$ cat config.mk
export PLATFORM = sky130hd
export DESIGN_NAME = link_seq
export DESIGN_NICKNAME = d
export VERILOG_FILES = /design/src/rtl/lseq_pkg.sv /design/src/rtl/link_seq_dp.sv /design/src/rtl/link_seq_ctrl.sv /design/src/rtl/link_seq.sv
export SDC_FILE = /design/constraint.sdc
export NUM_CORES = 1
export LEC_CHECK = 0
export BUFFER_PORTS_ARGS = -buffer_cell sky130_fd_sc_hd__buf_2
export CORE_ASPECT_RATIO = 1.4
export CORE_MARGIN = 5
export CORE_UTILIZATION = 45
export CTS_BUF_LIST = sky130_fd_sc_hd__clkbuf_8
export DETAILED_ROUTE_END_ITERATION = 6
export PLACE_DENSITY = 0.78
export SYNTH_ARGS = -nofsm -noshare
export SYNTH_HDL_FRONTEND = slang
export SYNTH_SLANG_ARGS = --single-unit
$ cat constraint.sdc
create_clock -name clk -period 1.7 [get_ports clk]
set_input_delay 0.34 -clock clk [delete_from_list [all_inputs] [get_ports clk]]
set_output_delay 0.34 -clock clk [all_outputs]
set_load 0.1 [all_outputs]
$ cat src/rtl/lseq_pkg.sv
package lseq_pkg;
  localparam int MODE_W = 6;
  localparam int MB_AN  = 0;
  localparam int MB_LT  = 1;
  localparam int MB_D40 = 2;
  localparam int MB_FEC = 5;

  localparam logic [3:0] FC_D40 = 4'b0100;
  localparam logic [3:0] FC_FEC = 4'b1100;

  typedef enum logic [2:0] {ST_BOOT, ST_REQ, ST_WAIT, ST_NEG, ST_TRN, ST_DATA} seqSt_e;
  typedef enum logic [1:0] {TG_AN, TG_LT, TG_D40, TG_FEC} tgt_e;

  typedef struct packed {
    logic capForce;
    logic negRun;
    logic dataRun;
    logic statClr;
    logic anToSet;
    logic ltToSet;
  } seqStrb_t;

  function automatic tgt_e startTgt(logic [3:0] code, logic anEn);
    if (code == FC_D40) return TG_D40;
    if (code == FC_FEC) return TG_FEC;
    return anEn ? TG_AN : TG_LT;
  endfunction

  function automatic logic [MODE_W-1:0] modeVec(tgt_e t);
    logic [MODE_W-1:0] v;
    v = '0;
    case (t)
      TG_AN:   v[MB_AN]  = 1'b1;
      TG_LT:   v[MB_LT]  = 1'b1;
      TG_D40:  v[MB_D40] = 1'b1;
      default: v[MB_FEC] = 1'b1;
    endcase
    return v;
  endfunction
endpackage

$ cat src/rtl/link_seq_dp.sv
module link_seq_dp
  import lseq_pkg::*;
#(
  parameter int AN_LIMIT = 40,
  parameter int LF_LIMIT = 24
) (
  input  logic     clk,
  input  logic     rstN,
  input  seqStrb_t strb,
  input  logic [3:0] forceCode,
  input  logic     anTimerOff,
  input  logic     lfTimerOff,
  input  logic     pcsLinkOk,
  output logic     anExpired,
  output logic     lfExpired,
  output logic     anToStat,
  output logic     ltToStat
);
  localparam int AN_W = $clog2(AN_LIMIT);
  localparam int LF_W = $clog2(LF_LIMIT);
  localparam logic [AN_W-1:0] AN_LAST = AN_W'(AN_LIMIT - 1);
  localparam logic [LF_W-1:0] LF_LAST = LF_W'(LF_LIMIT - 1);

  logic [3:0]      forceReg;
  logic [AN_W-1:0] anCnt;
  logic [LF_W-1:0] lfCnt;
  logic            negFlow;
  logic            lfCond;

  assign negFlow   = (forceReg != FC_D40) && (forceReg != FC_FEC);
  assign lfCond    = negFlow && !lfTimerOff && !pcsLinkOk;
  assign anExpired = !anTimerOff && (anCnt == AN_LAST);
  assign lfExpired = lfCond && (lfCnt == LF_LAST);

  always_ff @(posedge clk or negedge rstN) begin
    if (!rstN) begin
      forceReg <= '0;
      anCnt    <= '0;
      lfCnt    <= '0;
      anToStat <= 1'b0;
      ltToStat <= 1'b0;
    end else begin
      if (strb.capForce) forceReg <= forceCode;
      anCnt <= (strb.negRun && !anTimerOff && !anExpired) ? anCnt + 1'b1 : '0;
      lfCnt <= (strb.dataRun && lfCond && !lfExpired) ? lfCnt + 1'b1 : '0;
      if (strb.statClr) begin
        anToStat <= 1'b0;
        ltToStat <= 1'b0;
      end else begin
        if (strb.anToSet) anToStat <= 1'b1;
        if (strb.ltToSet) ltToStat <= 1'b1;
      end
    end
  end
endmodule

$ cat src/rtl/link_seq_ctrl.sv
module link_seq_ctrl
  import lseq_pkg::*;
(
  input  logic     clk,
  input  logic     rstN,
  input  logic     seqRestart,
  input  logic [3:0] forceCode,
  input  logic     anEnable,
  input  logic     ltFailToData,
  input  logic     anDone,
  input  logic     ltDone,
  input  logic     ltFail,
  input  logic     ltTimeout,
  input  logic     fecNeg,
  input  logic     reconfAck,
  input  logic     anExpired,
  input  logic     lfExpired,
  output seqStrb_t strb,
  output logic     reconfReq,
  output logic [MODE_W-1:0] reconfMode,
  output logic     linkReady,
  output logic     anRestart,
  output logic     ltRestart
);
  seqSt_e st, stNxt;
  tgt_e   tgt, tgtNxt;
  logic   anRstNxt, ltRstNxt;
  tgt_e   dataTgt;

  assign dataTgt    = fecNeg ? TG_FEC : TG_D40;
  assign reconfReq  = (st == ST_REQ);
  assign linkReady  = (st == ST_DATA);
  assign reconfMode = modeVec(tgt);

  always_comb begin
    stNxt        = st;
    tgtNxt       = tgt;
    anRstNxt     = 1'b0;
    ltRstNxt     = 1'b0;
    strb         = '0;
    strb.negRun  = (st == ST_NEG);
    strb.dataRun = (st == ST_DATA);
    if (seqRestart) begin
      strb.capForce = 1'b1;
      tgtNxt        = startTgt(forceCode, anEnable);
      stNxt         = ST_REQ;
    end else begin
      case (st)
        ST_BOOT: begin
          tgtNxt = anEnable ? TG_AN : TG_LT;
          stNxt  = ST_REQ;
        end
        ST_REQ: stNxt = ST_WAIT;
        ST_WAIT: if (reconfAck) begin
          case (tgt)
            TG_AN: begin
              stNxt        = ST_NEG;
              anRstNxt     = 1'b1;
              strb.statClr = 1'b1;
            end
            TG_LT: begin
              stNxt    = ST_TRN;
              ltRstNxt = 1'b1;
            end
            default: stNxt = ST_DATA;
          endcase
        end
        ST_NEG: begin
          if (anDone) begin
            tgtNxt = TG_LT;
            stNxt  = ST_REQ;
          end else if (anExpired) begin
            strb.anToSet = 1'b1;
            anRstNxt     = 1'b1;
          end
        end
        ST_TRN: begin
          if (ltDone) begin
            tgtNxt = dataTgt;
            stNxt  = ST_REQ;
          end else if (ltFail || ltTimeout) begin
            strb.ltToSet = ltTimeout;
            if (ltFailToData) begin
              tgtNxt = dataTgt;
              stNxt  = ST_REQ;
            end else if (anEnable) begin
              tgtNxt = TG_AN;
              stNxt  = ST_REQ;
            end else begin
              ltRstNxt = 1'b1;
            end
          end
        end
        ST_DATA: if (lfExpired) begin
          tgtNxt = anEnable ? TG_AN : TG_LT;
          stNxt  = ST_REQ;
        end
        default: stNxt = ST_BOOT;
      endcase
    end
  end

  always_ff @(posedge clk or negedge rstN) begin
    if (!rstN) begin
      st        <= ST_BOOT;
      tgt       <= TG_AN;
      anRestart <= 1'b0;
      ltRestart <= 1'b0;
    end else begin
      st        <= stNxt;
      tgt       <= tgtNxt;
      anRestart <= anRstNxt;
      ltRestart <= ltRstNxt;
    end
  end
endmodule

$ cat src/rtl/link_seq.sv
module link_seq
  import lseq_pkg::*;
#(
  parameter int AN_LIMIT = 40,
  parameter int LF_LIMIT = 24
) (
  input  logic       clk,
  input  logic       rstN,
  input  logic       seqRestart,
  input  logic [3:0] forceCode,
  input  logic       anEnable,
  input  logic       anTimerOff,
  input  logic       lfTimerOff,
  input  logic       ltFailToData,
  input  logic       anDone,
  input  logic       ltDone,
  input  logic       ltFail,
  input  logic       ltTimeout,
  input  logic       fecNeg,
  input  logic       pcsLinkOk,
  input  logic       reconfAck,
  output logic       reconfReq,
  output logic [5:0] reconfMode,
  output logic       linkReady,
  output logic       anToStat,
  output logic       ltToStat,
  output logic       anRestart,
  output logic       ltRestart
);
  seqStrb_t strb;
  logic     anExpired;
  logic     lfExpired;

  link_seq_ctrl ctrl_i (
    .clk(clk), .rstN(rstN), .seqRestart(seqRestart), .forceCode(forceCode),
    .anEnable(anEnable), .ltFailToData(ltFailToData), .anDone(anDone),
    .ltDone(ltDone), .ltFail(ltFail), .ltTimeout(ltTimeout), .fecNeg(fecNeg),
    .reconfAck(reconfAck), .anExpired(anExpired), .lfExpired(lfExpired),
    .strb(strb), .reconfReq(reconfReq), .reconfMode(reconfMode),
    .linkReady(linkReady), .anRestart(anRestart), .ltRestart(ltRestart)
  );

  link_seq_dp #(.AN_LIMIT(AN_LIMIT), .LF_LIMIT(LF_LIMIT)) dp_i (
    .clk(clk), .rstN(rstN), .strb(strb), .forceCode(forceCode),
    .anTimerOff(anTimerOff), .lfTimerOff(lfTimerOff), .pcsLinkOk(pcsLinkOk),
    .anExpired(anExpired), .lfExpired(lfExpired),
    .anToStat(anToStat), .ltToStat(ltToStat)
  );
endmodule

==> results.md <==
- DIE HEIGHT: 72.14 µm
- IO Count: 30
- GRT Util Overall: between 10% and 20%
- Crit end category: output pin
- Cell area after layout: 1684 µm²
- DRT antenna net count: 0
- Core ar.: 2643 µm²
- Hold Path Class: input port to async pin
- Die W: 54.39 µm
- Peak supply drop: 1.024 mV
- Hold Buf Count CTS: 0
- #FFs+latches synth: 23
- CTS tree: yes
- P per Cell Area: 1543 nW/µm²
- Comb pwr share: between 50 and 60%
- Reg power frac: between 20% and 30%
- Setup_tns: -0.06435 ns
- Clk root buf: clkbuf_8
- Critical path type: flop to output pin
- Antenna violations before repair: 0
- Design internal power: roughly 1.4 mW
- Clk pwr share: a little over an eighth
- Vias in the first global route: 1202
- Reg clk slew, reported paths: around 0.08 ns
- Area of the multi-input gates: 629.4 µm²
- Tightest Pin Transition: between 0.5 and 0.6 ns
- Sequential fraction of the synthesis area: between 40 and 50%
- Crit path time final: ~1.7 ns
- Ys flop type: dfrtp_1
- WP data arrival: 1.40 ns
- RSZ-0062 raised after global routing: yes
- Final setup vio count: 2
- Inserted Clock Buffers: 3
- Final Slew Violations: 0
- Grt total ovfl: 0
- Sequential cell area: 575.6 µm²
- GR Util met2: 31.96%
- DR iter-0 viols: 35
- Hold Vio Cnt, Final: 0
- Sink Count: 23
- Switching power: 1.199 mW
- Leakage Power: 0.7902 nW
- DIE AREA: approximately 3900 µm²
- Post-synth top area share: about 46%
- Final Routed Wirelength: 3113 µm
- Post-route clock period utilization: 102.2%
- Yosys warns: 0
- Vias per cell: 5.459
- Top post-synthesis cells by count: dfrtp_1 (23), nor2_1 (16), nand2_1 (7), a21oi_1 (6), nand3_1 (5)
- FP Rows: 22
- Slew HR: approximately two thirds
- DP Wirelength: ~2400 µm
- Synth Instances: 122
- Clk_skew: 0.003333 ns
- Number of max-cap violations: 0
- Worst skew pair latency: about 0.27 ns
- Post-synth EDFFs: 0
- Final Wtd Congestion: 0.8351
- Post-synthesis cell type count: 44
- WP data required: between 1 and 1.5 ns
- # fillers: 238
- Synthesized area: roughly 1200 µm²
- Worst-path maximum fanout: 2
- First-pass GRT wire length: about 5200 µm
- Reg2Reg Depth: 5
- H-Tree Depth: 1
- Async SR Flop Fraction: 100.0%
- Met1 track demand over resource: 18.44%
- Fmax: about 580 MHz
- Largest cells by area after synthesis: dfrtp_1 (46%), nor2_1 (4.8%), xnor2_1 (2.8%)
- First-pass detailed-route iteration total: 4
- DP Area: 1583 µm²
- CP cell instances: buf_6 -> or2b_1 -> nor2_4 -> buf_12
- Slowest-stage cell, CP: dfrtp_1
- Initial core utilization: 46.97%
- Buffers on Ports: 27
- Violated checks: negative setup slack
- Cell with the most instances after synthesis: dfrtp_1
- GRT busiest layer: met2
- Avg Inst Size Synth: 10.17 µm²
- Ratio of cells with drive above 1 in the final layout: about 40%
- DRC errors left: 0
- Vias: 1119
- Syn-to-layout area delta: 35.69%
- Routed len/inst: between 15 and 20 µm
- Slowest Stage Delay on Critical Path: 0.41 ns
- Final worst slack: -0.03699 ns
- Switching Fraction: 46.12%
- Ant diodes: 0
- Max clock buf depth: 2
- Outcome: finished with violations
- Met3 usage in global routing: about 2.3%
- Layout Nets: 190
- Startpoint types: flop
- Final Core Density: roughly 64%
- Leading area contributor after synthesis: dfrtp_1
- Pin count of the biggest net entering global routing: 24
==> worst paths after layout <==
kind | slack, ns | from | to
min | 0.03 | rstN | dp_i.anCnt[3]
max in group asynchronous | 1.33 | rstN | dp_i.lfCnt[3]
min reg2reg | 0.46 | dp_i.anCnt[0] | dp_i.anCnt[0]
max | -0.04 | ctrl_i.st[2] | reconfReq
max reg2reg | -0.03 | ctrl_i.st[2] | ctrl_i.tgt[0]
min in group clk | 0.26 | anTimerOff | dp_i.anCnt[2]
==> registers in the layout, indices dropped and copies added, names as in the netlist <==
name	flops
ctrl_i.st	3
dp_i.lfCnt	5
dp_i.ltToStat	1
dp_i.anToStat	1
ctrl_i.ltRestart	1
ctrl_i.anRestart	1
dp_i.anCnt	6
ctrl_i.tgt	2
dp_i.forceReg	3
==> placed cells by master (no fill, tap or decap), types with 2 or more instances in the layout <==
master / n
nor2_1: 13
mux2_2: 3
nand3_1: 5
and2_1: 2
buf_6: 2
nand2_1: 7
inv_1: 4
o21ai_0: 4
buf_2: 21
ha_1: 2
buf_4: 19
xnor2_1: 4
clkbuf_8: 3
dfrtp_1: 23
a21oi_1: 6
nor3_1: 4
xor2_1: 3
nor2_2: 2
o21a_1: 4
conb_1: 2
buf_12: 5
nor3b_1: 3
==> worst max-delay path, delay by kind of cell (launching register included) <==
kind / cells / cell delay [ns]
AND/OR/NAND/NOR: 2 / 0.39
flip-flops: 1 / 0.41
buffers and inverters: 2 / 0.31
==> cell families after synthesis <==
logic type | count (synthesis) | share of synthesized area (%)
multiplexers | 5 | 4.737
buffers and inverters | 9 | 4.939
other | 1 | 0.3021
adder cells (fa/ha/maj) | 2 | 2.016
flip-flops | 23 | 46.37
XOR/XNOR | 7 | 4.940
AND/OR/NAND/NOR | 52 | 23.89
AO/OA/AOI/OAI | 23 | 12.80
==> through the flow <==
step	worst slack (ns)	hold slack [ns]	power, mW	std cells
floorplan	-0.02795	0.04441	1.699	123
global placement	-0.03489	0.3313	2.140	196
detailed placement	-0.05926	0.3384	2.177	196
CTS	-0.04995	0.04708	2.601	204
global route	-0.1229	0.07314	2.708	205
finish	-0.03699	0.02912	2.599	205
==> power groups by stage <==
stage	registers, mW	clock network, mW	logic [mW]
detailed placement	0.733	0	1.44
finish	0.721	0.340	1.54
global route	0.733	0.366	1.61
CTS	0.718	0.353	1.53
floorplan	0.779	0	0.920
global placement	0.727	0	1.41
==> per-layer routing <==
layer	share of wire (%)	vias to the layer above	routed length, µm
met5	0	-	0
met4	4.0	0	125
met3	5.1	13	159
met2	55	44	1721
met1	36	543	1107
li1	-	519	-
==> final cells by class <==
type / instances / area share (%)
Clock buffer: 3 / 2.452
Clock inverter: 1 / 0.2229
Inverter: 3 / 0.6686
Multi-Input combinational cell: 91 / 37.37
Sequential cell: 23 / 34.18
Tap cell: 36 / 2.675
Timing Repair Buffer: 48 / 22.44
==> timing repair <==
| action | 4_1_cts | 5_1_grt |
|---|---|---|
| setup buffers | 4 | 1 |
| gates cloned | 0 | 0 |
| resized for setup | 3 | 2 |
| pin swaps | 2 | 1 |
| setup endpoints to repair | 3 | 6 |
No activity file was read; power rests on OpenSTA's default activity.
